### config.mk
export PLATFORM = sky130hd
export DESIGN_NAME = si_hint_engine
export DESIGN_NICKNAME = d
export VERILOG_FILES = /design/src/rtl/si_hint_pkg.sv /design/src/rtl/si_line_table.sv /design/src/rtl/si_walker.sv /design/src/rtl/si_probe.sv /design/src/rtl/si_hint_engine.sv
export SDC_FILE = /design/constraint.sdc
export NUM_CORES = 1
export LEC_CHECK = 0
export BUFFER_PORTS_ARGS = -buffer_cell sky130_fd_sc_hd__buf_4
export CAP_MARGIN = 20
export CORE_ASPECT_RATIO = 1.75
export CORE_MARGIN = 2
export CORE_UTILIZATION = 65
export CTS_CLUSTER_DIAMETER = 80
export DETAILED_ROUTE_END_ITERATION = 8
export PLACE_DENSITY = 0.84
export SLEW_MARGIN = 5
export SYNTH_ARGS = -nofsm -noshare
export SYNTH_HDL_FRONTEND = slang
export SYNTH_SLANG_ARGS = --single-unit
### constraint.sdc
create_clock -name clk -period 4.8 [get_ports clk]
set_input_delay 0.24 -clock clk [delete_from_list [all_inputs] [get_ports clk]]
set_output_delay 0.24 -clock clk [all_outputs]
set_load 0.01 [all_outputs]
### src/rtl/si_hint_pkg.sv
package si_hint_pkg;
  typedef enum logic [1:0] {
    WK_IDLE  = 2'd0,
    WK_SCAN  = 2'd1,
    WK_ISSUE = 2'd2
  } walk_state_e;
endpackage

### src/rtl/si_line_table.sv
module si_line_table #(
  parameter int ADDR_W = 16,
  parameter int IDX_W  = 4
) (
  input  logic                      clk,
  input  logic                      rst,
  input  logic                      fill_en,
  input  logic [ADDR_W-1:0]         fill_addr,
  input  logic                      fill_transp,
  input  logic                      st_en,
  input  logic [ADDR_W-1:0]         st_addr,
  input  logic                      st_in_crit,
  input  logic                      hint_en,
  input  logic [ADDR_W-1:0]         hint_addr,
  input  logic [ADDR_W-1:0]         look_addr,
  input  logic                      look_leader,
  output logic                      look_hit_c,
  input  logic                      clr_en,
  input  logic [IDX_W-1:0]          clr_idx,
  input  logic                      clr_inval,
  input  logic [IDX_W-1:0]          rd_idx,
  output logic [ADDR_W-IDX_W-1:0]   rd_tag,
  output logic [(1<<IDX_W)-1:0]     hint_vec,
  output logic [(1<<IDX_W)-1:0]     crit_vec
);
  localparam int TAG_W = ADDR_W - IDX_W;
  localparam int LINES = 1 << IDX_W;

  logic [TAG_W-1:0] tag_mem [LINES];
  logic [LINES-1:0] valid_q, hint_q, crit_q, transp_q;

  logic [IDX_W-1:0] fill_idx, st_idx, hint_idx, look_idx;
  logic [TAG_W-1:0] fill_tag, st_tag, hint_tag, look_tag;
  logic             st_hit, hint_hit;

  assign fill_idx = fill_addr[IDX_W-1:0];
  assign fill_tag = fill_addr[ADDR_W-1:IDX_W];
  assign st_idx   = st_addr[IDX_W-1:0];
  assign st_tag   = st_addr[ADDR_W-1:IDX_W];
  assign hint_idx = hint_addr[IDX_W-1:0];
  assign hint_tag = hint_addr[ADDR_W-1:IDX_W];
  assign look_idx = look_addr[IDX_W-1:0];
  assign look_tag = look_addr[ADDR_W-1:IDX_W];

  // Tag array: written only on fill, no reset, so it maps onto distributed RAM.
  always_ff @(posedge clk) begin
    if (fill_en) tag_mem[fill_idx] <= fill_tag;
  end

  assign st_hit   = st_en   && valid_q[st_idx]   && (tag_mem[st_idx]   == st_tag);
  assign hint_hit = hint_en && valid_q[hint_idx] && (tag_mem[hint_idx] == hint_tag);

  assign look_hit_c = valid_q[look_idx] && (tag_mem[look_idx] == look_tag) &&
                      (look_leader || !transp_q[look_idx]);

  assign rd_tag   = tag_mem[rd_idx];
  assign hint_vec = hint_q;
  assign crit_vec = crit_q;

  for (genvar i = 0; i < LINES; i++) begin : g_line
    always_ff @(posedge clk) begin
      if (rst) begin
        valid_q[i]  <= 1'b0;
        hint_q[i]   <= 1'b0;
        crit_q[i]   <= 1'b0;
        transp_q[i] <= 1'b0;
      end else if (fill_en && fill_idx == IDX_W'(i)) begin
        valid_q[i]  <= 1'b1;
        hint_q[i]   <= 1'b0;
        crit_q[i]   <= 1'b0;
        transp_q[i] <= fill_transp;
      end else begin
        if (clr_en && clr_idx == IDX_W'(i)) begin
          hint_q[i] <= 1'b0;
          if (clr_inval) valid_q[i] <= 1'b0;
        end
        if (st_hit && st_in_crit && st_idx == IDX_W'(i)) crit_q[i] <= 1'b1;
        if (hint_hit && hint_idx == IDX_W'(i)) hint_q[i] <= 1'b1;
      end
    end
  end
endmodule

### src/rtl/si_walker.sv
module si_walker
  import si_hint_pkg::*;
#(
  parameter int IDX_W   = 4,
  parameter int TAG_W   = 12,
  parameter int MIN_GAP = 4
) (
  input  logic                   clk,
  input  logic                   rst,
  input  logic                   sync_en,
  input  logic [(1<<IDX_W)-1:0]  hint_vec,
  input  logic [(1<<IDX_W)-1:0]  crit_vec,
  output logic [IDX_W-1:0]       rd_idx,
  input  logic [TAG_W-1:0]       rd_tag,
  output logic                   cmd_valid,
  input  logic                   cmd_ready,
  output logic [TAG_W+IDX_W-1:0] cmd_addr,
  output logic                   cmd_inval,
  output logic                   clr_en,
  output logic [IDX_W-1:0]       clr_idx,
  output logic                   clr_inval,
  output logic                   busy
);
  localparam int GW = $clog2(MIN_GAP) + 1;

  walk_state_e      state_q;
  logic [IDX_W-1:0] ptr_q;
  logic [GW-1:0]    gap_q;
  logic             gap_load;

  assign rd_idx    = ptr_q;
  assign clr_en    = (state_q == WK_ISSUE) && cmd_valid && cmd_ready;
  assign clr_idx   = cmd_addr[IDX_W-1:0];
  assign clr_inval = cmd_inval;
  assign gap_load  = (state_q == WK_SCAN) && (hint_vec != '0) &&
                     hint_vec[ptr_q] && (gap_q == '0);

  always_ff @(posedge clk) begin
    if (rst) begin
      gap_q <= '0;
    end else if (gap_load) begin
      gap_q <= GW'(MIN_GAP - 1);
    end else if (gap_q != '0) begin
      gap_q <= gap_q - 1'b1;
    end
  end

  always_ff @(posedge clk) begin
    if (rst) begin
      state_q   <= WK_IDLE;
      ptr_q     <= '0;
      cmd_valid <= 1'b0;
      cmd_addr  <= '0;
      cmd_inval <= 1'b0;
      busy      <= 1'b0;
    end else begin
      case (state_q)
        WK_IDLE: begin
          if (sync_en && hint_vec != '0) begin
            state_q <= WK_SCAN;
            busy    <= 1'b1;
          end
        end
        WK_SCAN: begin
          // Further sync events are absorbed here: the walk simply continues.
          if (hint_vec == '0) begin
            state_q <= WK_IDLE;
            busy    <= 1'b0;
          end else if (gap_load) begin
            cmd_valid <= 1'b1;
            cmd_addr  <= {rd_tag, ptr_q};
            cmd_inval <= crit_vec[ptr_q];
            state_q   <= WK_ISSUE;
          end else if (!hint_vec[ptr_q]) begin
            ptr_q <= ptr_q + 1'b1;
          end
        end
        WK_ISSUE: begin
          if (cmd_ready) begin
            cmd_valid <= 1'b0;
            ptr_q     <= ptr_q + 1'b1;
            state_q   <= WK_SCAN;
          end
        end
        default: state_q <= WK_IDLE;
      endcase
    end
  end
endmodule

### src/rtl/si_probe.sv
module si_probe (
  input  logic clk,
  input  logic rst,
  input  logic look_en,
  input  logic look_hit_c,
  output logic look_hit
);
  always_ff @(posedge clk) begin
    if (rst) look_hit <= 1'b0;
    else     look_hit <= look_en && look_hit_c;
  end
endmodule

### src/rtl/si_hint_engine.sv
module si_hint_engine #(
  parameter int ADDR_W  = 16,
  parameter int IDX_W   = 4,
  parameter int MIN_GAP = 4
) (
  input  logic              clk,
  input  logic              rst,
  input  logic              fill_en,
  input  logic [ADDR_W-1:0] fill_addr,
  input  logic              fill_transp,
  input  logic              st_en,
  input  logic [ADDR_W-1:0] st_addr,
  input  logic              st_in_crit,
  input  logic              hint_en,
  input  logic [ADDR_W-1:0] hint_addr,
  input  logic              look_en,
  input  logic [ADDR_W-1:0] look_addr,
  input  logic              look_leader,
  output logic              look_hit,
  input  logic              sync_en,
  output logic              cmd_valid,
  input  logic              cmd_ready,
  output logic [ADDR_W-1:0] cmd_addr,
  output logic              cmd_inval,
  output logic              busy
);
  localparam int TAG_W = ADDR_W - IDX_W;
  localparam int LINES = 1 << IDX_W;

  logic             look_hit_c, clr_en, clr_inval;
  logic [IDX_W-1:0] clr_idx, rd_idx;
  logic [TAG_W-1:0] rd_tag;
  logic [LINES-1:0] hint_vec, crit_vec;

  si_line_table #(.ADDR_W(ADDR_W), .IDX_W(IDX_W)) u_table (
    .clk, .rst, .fill_en, .fill_addr, .fill_transp,
    .st_en, .st_addr, .st_in_crit, .hint_en, .hint_addr,
    .look_addr, .look_leader, .look_hit_c,
    .clr_en, .clr_idx, .clr_inval, .rd_idx, .rd_tag,
    .hint_vec, .crit_vec
  );

  si_walker #(.IDX_W(IDX_W), .TAG_W(TAG_W), .MIN_GAP(MIN_GAP)) u_walk (
    .clk, .rst, .sync_en, .hint_vec, .crit_vec, .rd_idx, .rd_tag,
    .cmd_valid, .cmd_ready, .cmd_addr, .cmd_inval,
    .clr_en, .clr_idx, .clr_inval, .busy
  );

  si_probe u_probe (
    .clk, .rst, .look_en, .look_hit_c, .look_hit
  );
endmodule

==> impl_metrics.env, run 1 <==
export IMPL_status="completed"
export IMPL_rr_endpoint="u_walk.cmd_addr[13]$_SDFFE_PP0P_"
export IMPL_ys_seq_area_share_pct=43.8
export IMPL_grt_pass1_vias=13100
export IMPL_cts_hold_fix_buffers=12
export IMPL_num_io_pins=95
export IMPL_hold_slack_ns=0.0211
export IMPL_synthCells=1278
export IMPL_cts_setup_buffers=0
export IMPL_vias=13300
export IMPL_max_slew_margin_pct=22.2
export IMPL_pwr_share_seq_pct=47.9
export IMPL_regToRegStartpoint="u_walk.rd_idx[1]$_SDFFE_PP0P_"
export IMPL_insertedDiodeCount=0
export IMPL_final_nets=1406
export IMPL_overflow=0
export IMPL_wl_met2_um=27800
export IMPL_drive_gt1_share_pct=29.0
export IMPL_wl_met3_um=6650
export IMPL_fin_util_pct=72.5
export IMPL_min_period_over_period_pct=67.2
export IMPL_syn_to_final_growth_pct=10.2
export IMPL_holdPathEnd="u_table.transp_q[8]$_SDFFE_PP0P_"
export IMPL_grt_pass1_wl_um=84900
export IMPL_wl_met1_um=18100
export IMPL_hold_depth=3
export IMPL_clock_sinks=285
export IMPL_setup_viol=0
export IMPL_coreArea_mm2=0.0265
export IMPL_synth_top_area_share_pct=33.1
export IMPL_start_util_pct=65.8
export IMPL_finalSetupTns_ns=0
export IMPL_fill_cells=1710
export IMPL_yosys_top_cells_area="edfxtp_1 33%, mux4_2 25%, dfxtp_1 11%, mux2i_1 6.7%, nor2_1 1.7%"
export IMPL_hold_viol_final=0
export IMPL_dieArea_mm2=0.0282
export IMPL_hp_start="fill_transp"
export IMPL_syn_area_mm2=0.0174
export IMPL_comb_power_share_pct=13.6
export IMPL_dp_hpwl_um=39500
export IMPL_routedWlPerCell_um=34.9
export IMPL_stdcell_count=1672
export IMPL_die_y_um=221
export IMPL_cts_inserted_buffers=27
export IMPL_synthFlopType="edfxtp_1"
export IMPL_critPathMaxFanout=25
export IMPL_first_pass_iters=6
export IMPL_end_kind="flop"
export IMPL_arrival_ns=3.72
export IMPL_final_max_slew_viol_count=0
export IMPL_vias_per_cell=7.97
export IMPL_worst_pin_slew_ns=1.17
export IMPL_cap_viol_max_count=0
export IMPL_hold_class="primary input to flop"
export IMPL_htreeDepth=1
export IMPL_tritoncts="done"
export IMPL_die_x_um=128
export IMPL_max_freq_ghz=0.310
export IMPL_min_period_ns=3.22
export IMPL_wirelength_um=58300
export IMPL_ant_nets=0
export IMPL_power_switching_mw=1.44
export IMPL_syn_area_per_cell_um2=13.6
export IMPL_globalplace_congestion=1.05
export IMPL_clock_skew_ns=0.0132
export IMPL_required_ns=5.29
export IMPL_placedCellCount=1611
export IMPL_ys_types=78
export IMPL_cts_resized=0
export IMPL_path_clk_slew_ns=0.07
export IMPL_path_class="flop to flop"
export IMPL_ff2ff_setup_slack_ns=1.58
export IMPL_synth_seq_cells=285
export IMPL_ys_async_sr_fraction_pct=0
export IMPL_ctsRootBufferMaster="clkbuf_16"
export IMPL_grt_max_degree=84
export IMPL_drt_iter0_drc=1934
export IMPL_synth_fp_nets=1356
export IMPL_yosysWarnings=0
export IMPL_p_per_area_mw_per_mm2=296
export IMPL_clockBufferDepth=3
export IMPL_rr_worst_depth=11
export IMPL_yosys_area_top_type="edfxtp_1"
export IMPL_clock_latency_ns=0.56
export IMPL_antenna_found_initial=0
export IMPL_rows=79
export IMPL_critPathLaunchType="flop"
export IMPL_swShare_pct=25.3
export IMPL_p_leak_nw=6.59
export IMPL_dpl_cell_area_mm2=0.0182
export IMPL_final_area_mm2=0.0192
export IMPL_drc=0
export IMPL_max_vdd_ir_drop_v=0.000318
export IMPL_highest_layer="met4"
export IMPL_pwr_share_clk_pct=38.5
export IMPL_synth_edf_count=192
export IMPL_grtUsageTotal_pct=42.1
export IMPL_internal_power_mw=4.24
export IMPL_portBuffers=94
export IMPL_grt_setup_unrepaired="no"
## Yosys cell counts, types with 11 or more instances
library cell	instances
xor2_1	16
nor3_1	24
dfxtp_1	93
nand4_1	24
o21ai_0	44
nand2b_1	12
mux4_2	196
mux2_2	16
mux2i_1	116
xnor2_1	22
inv_1	35
buf_2	25
nor2b_1	15
nor2_1	77
a31oi_1	11
a21oi_1	46
nand2_1	67
edfxtp_1	192
clkbuf_1	37
buf_1	18
a211oi_1	14
a22oi_1	11
## state kept, by name, indices dropped and copies added (netlist names)
register	cells
u_walk.rd_idx	4
u_walk.busy	1
u_walk.cmd_addr	16
u_probe.look_hit	1
u_table.hint_vec	16
u_table.crit_vec	16
u_walk.gap_q	3
u_walk.cmd_valid	1
u_walk.clr_inval	1
u_table.transp_q	16
u_walk.state_q	2
u_table.valid_q	16
u_table.tag_mem	192
## power groups by stage
stage               sequential [mW]  clock, mW  combinational [mW]
floorplan                      2.75          0               0.506
global placement               2.76          0               0.728
detailed placement             2.77          0               0.741
CTS                            2.71       2.19               0.753
global route                   2.72       2.28               0.804
finish                         2.72       2.18               0.771
## metal layers
layer,vias to the layer above,GRT usage (%)
met4,0,31.4
li1,5290,-
met3,331,8.87
met1,6571,50.0
met2,1133,67.7
met5,-,0
## worst max path at each step
| stage | start | to |
|---|---|---|
| floorplan | u_walk.rd_idx[0]$_SDFFE_PP0P_ | u_walk.cmd_addr[6]$_SDFFE_PP0P_ |
| global placement | look_addr[0] | u_probe.look_hit$_SDFF_PP0_ |
| detailed placement | hint_addr[1] | u_table.hint_vec[15]$_SDFFE_PP0P_ |
| CTS | u_walk.rd_idx[1]$_SDFFE_PP0P_ | u_walk.cmd_addr[13]$_SDFFE_PP0P_ |
| global route | u_walk.rd_idx[1]$_SDFFE_PP0P_ | u_walk.cmd_addr[13]$_SDFFE_PP0P_ |
| finish | u_walk.rd_idx[1]$_SDFFE_PP0P_ | u_walk.cmd_addr[13]$_SDFFE_PP0P_ |
## worst max-delay path, stage by stage, from the launching register on
cell and delay (ns):
dfxtp_2 0.82, buf_4 0.43, nand2_1 0.08, nor2_1 0.10
a2111oi_0 0.06, a2111oi_0 0.46, buf_4 0.22, nand3b_1 0.07
buf_4 0.29, a311oi_1 0.41, a21oi_1 0.07, nor2_1 0.09
## cells in the final DEF, fill, tap and decap left out, types with 5 or more instances in the layout
cell             n
or3_1            5
dlygate4sd3_1   12
nor2_4           9
edfxtp_1       192
dfxtp_1         91
nor3_1          24
a211oi_1        14
a21oi_1         46
mux2i_1        116
a31oi_1         11
xnor2_1         22
nor2_1          67
buf_4          110
nand2_1         67
nand2b_1        12
clkbuf_1         5
nand4_1         24
a221oi_1        10
and2_1           7
nor4_1           6
clkbuf_16       27
mux2_2          16
mux4_1           8
a22o_1          10
o21ai_0         44
nand3_1          9
a22oi_1         11
nor2b_1         15
mux4_2         196
xor2_1          16
o22ai_1          6
inv_1           35
nand3b_1         5
## stage by stage
step / power [mW] / setup WS, ns
after CTS: 5.65 / 1.68
after global routing: 5.80 / 1.39
after floorplan: 3.25 / 2.15
final: 5.67 / 1.58
after detailed placement: 3.51 / 1.18
after global placement: 3.49 / 0.926
## logic make-up after synthesis
| logic type | synth area share, % |
|---|---|
| flip-flops | 43.8 |
| multiplexers | 34.4 |
| XOR/XNOR | 1.91 |
| AND/OR/NAND/NOR | 7.70 |
| buffers and inverters | 4.01 |
| AO/OA/AOI/OAI | 8.01 |
| adder cells (fa/ha/maj) | 0.215 |
## layout make-up
type / instances / area (um2) / share of cell area (%)
clock inverters: 13 / 156 / 0.815
repair buffers: 122 / 946 / 4.93
well taps: 324 / 405 / 2.11
inverters: 39 / 146 / 0.763
clock buffers: 36 / 732 / 3.81
flip-flops and latches: 285 / 7630 / 39.8
multi-input cells: 853 / 9180 / 47.8
Note: power is estimated with default switching activity, not from simulation.
==> run 2, diff against run 1 <==
CORE_UTILIZATION = 56   (was 65)
PLACE_DENSITY = 0.77   (was 0.84)
clock period = 2.7 ns   (was 4.8 ns; I/O delays follow)
==> impl_metrics.env, run 2 (synthesis results as in run 1) <==
export IMPL_status="finished, violations left"
export IMPL_violations="setup timing"
export IMPL_globalplace_congestion=1.07
export IMPL_wirelength_um=63300
export IMPL_final_max_slew_viol_count=0
export IMPL_hp_start="sync_en"
export IMPL_startpoint="u_table.tag_mem[7][9]$_DFFE_PP_"
export IMPL_path_common_cell="mux4_2"
export IMPL_largest_register_ffs=192
export IMPL_grt_pass1_vias=14200
export IMPL_largest_register="u_table.tag_mem"
export IMPL_drc=0
export IMPL_hold_viol_final=0
export IMPL_hold_depth=4
export IMPL_ctsRootBufferMaster="clkbuf_16"
export IMPL_p_leak_nw=7.63
export IMPL_drive_gt1_share_pct=38.8
export IMPL_overflow=0
export IMPL_portBuffers=94
export IMPL_min_period_ns=2.80
export IMPL_holdPathEnd="u_walk.busy$_SDFFE_PP0P_"
export IMPL_rr_worst_depth=7
export IMPL_worst_pin_slew_ns=0.654
export IMPL_grt_max_degree=45
export IMPL_final_common_cell="buf_4"
export IMPL_layout_common_cells="272 x buf_4, 196 x mux4_2, 192 x edfxtp_1"
export IMPL_arrival_ns=3.26
export IMPL_path_class="flop to flop"
export IMPL_power_total_mw=10.6
export IMPL_cp_num_buf_inv=1
export IMPL_vias=14100
export IMPL_antenna_found_initial=1
export IMPL_slowest_stage="mux4_2"
export IMPL_die_x_um=137
export IMPL_syn_to_final_growth_pct=21.0
export IMPL_max_vdd_ir_drop_v=0.000594
export IMPL_clockBufferDepth=3
export IMPL_critPathLaunchType="flop"
export IMPL_ff2ff_setup_slack_ns=-0.1
export IMPL_start_util_pct=56.7
export IMPL_first_pass_iters=6
export IMPL_cpLargestDelayFamily="multiplexers"
export IMPL_dp_hpwl_um=44800
export IMPL_final_area_mm2=0.0211
export IMPL_worst_slack_ns=-0.0965
export IMPL_cp_cell_sequence="mux4_2 > mux4_2 > xor2_1 > nor4_2 > buf_4 > nand4_1 > nor4_4"
export IMPL_clock_latency_ns=0.58
export IMPL_critPathMaxStageDelay_ns=0.51
export IMPL_path_clk_slew_ns=0.07
export IMPL_tritoncts="done"
export IMPL_routedWlPerCell_um=32.9
export IMPL_cp_num_cells=7
export IMPL_required_ns=3.16
export IMPL_max_slew_margin_pct=56.3
export IMPL_dieArea_mm2=0.0326
export IMPL_coreArea_mm2=0.0307
export IMPL_place_ws_ns=-0.438
export IMPL_end_kind="flop"
export IMPL_rows=85
export IMPL_num_io_pins=95
export IMPL_clock_skew_ns=0.0139
export IMPL_final_nets=1591
export IMPL_setup_viol=6
export IMPL_grt_pass1_wl_um=90800
export IMPL_grtUsageTotal_pct=39.3
export IMPL_min_period_over_period_pct=104
export IMPL_insertedDiodeCount=0
export IMPL_clock_sinks=285
export IMPL_vias_per_cell=7.31
export IMPL_regToRegStartpoint="u_table.tag_mem[7][9]$_DFFE_PP_"
export IMPL_rr_endpoint="u_probe.look_hit$_SDFF_PP0_"
export IMPL_cap_viol_max_count=0
export IMPL_htreeDepth=1
export IMPL_grt_setup_unrepaired="yes"
export IMPL_drt_iter0_drc=1674
export IMPL_die_y_um=237
export IMPL_ant_nets=0
export IMPL_p_per_area_mw_per_mm2=503
export IMPL_max_freq_ghz=0.358
export IMPL_hold_class="primary input to flop"
export IMPL_critPathMaxFanout=4
export IMPL_cts_inserted_buffers=27
export IMPL_dpl_cell_area_mm2=0.0195
[run 2: changes by cell type in the layout (fill, tap and decap cells not counted), sizes merged]
cell	previous run	this run
clkbuf	36	35
clkinv	8	9
clkinvlp	4	3
inv	37	40
bufinv	3	4
buf	110	289
dlygate4sd3	12	16
[run 2: layout make-up]
type | count | area, um2
fillers | 2141 | 9660
flip-flops and latches | 285 | 7630
clock inverters | 17 | 216
inverters | 39 | 146
clock buffers | 33 | 749
well taps | 391 | 489
repair buffers | 307 | 2570
multi-input cells | 853 | 9270
[run 2: per-stage QoR]
stage,setup TNS (ns),hold slack [ns],std cells,util (%)
global placement,-1.51,0.418,1829,63.5
detailed placement,-1.93,0.433,1829,63.5
CTS,-0.146,0.00812,1911,67.7
floorplan,0,0.234,1278,-
global route,-2.64,0.0197,1925,68.6
finish,-0.191,0.0134,1925,68.6
[run 2: per-layer routing]
metal  routed length [um]  global-route usage (%)  up-vias  share of wire [%]
met4                 6360                    29.6        0                 10
met1                19800                    44.6     6915                 31
met3                 6380                    8.00      340                 10
met5                    0                       0        -                  0
li1                     -                       -     5655                  -
met2                30800                    64.6     1170                 49
[run 2: how the worst max path moves through the flow]
stage	end	slack [ns]
finish	u_probe.look_hit$_SDFF_PP0_	-0.1
global route	u_table.crit_vec[7]$_SDFFE_PP0P_	-0.16
CTS	u_probe.look_hit$_SDFF_PP0_	-0.15
detailed placement	u_probe.look_hit$_SDFF_PP0_	-0.44
global placement	u_probe.look_hit$_SDFF_PP0_	-0.39
floorplan	u_walk.cmd_addr[6]$_SDFFE_PP0P_	0.05
[run 2: worst reg2reg max path: stages, from the launching register on]
cell	delay (ns)
edfxtp_1	0.46
mux4_2	0.51
mux4_2	0.48
xor2_1	0.18
nor4_2	0.28
buf_4	0.19
nand4_1	0.27
nor4_4	0.33
[run 2: what timing repair did]
| action | CTS | global route |
|---|---|---|
| hold buffers | 16 | 0 |
| pin swaps | 2 | 23 |
| gates cloned | 0 | 2 |
| gates resized for setup | 6 | 24 |
| endpoints found under the setup margin | 4 | 34 |
| buffers inserted | 16 | 12 |
| hold endpoints to repair | 212 | 0 |
[run 2: power breakdown]
group          internal, mW  total (mW)  switching (mW)
combinational         0.738        1.60           0.859
sequential             4.74        4.82          0.0786
clock                  2.38        4.18            1.79
total                  7.86        10.6            2.73
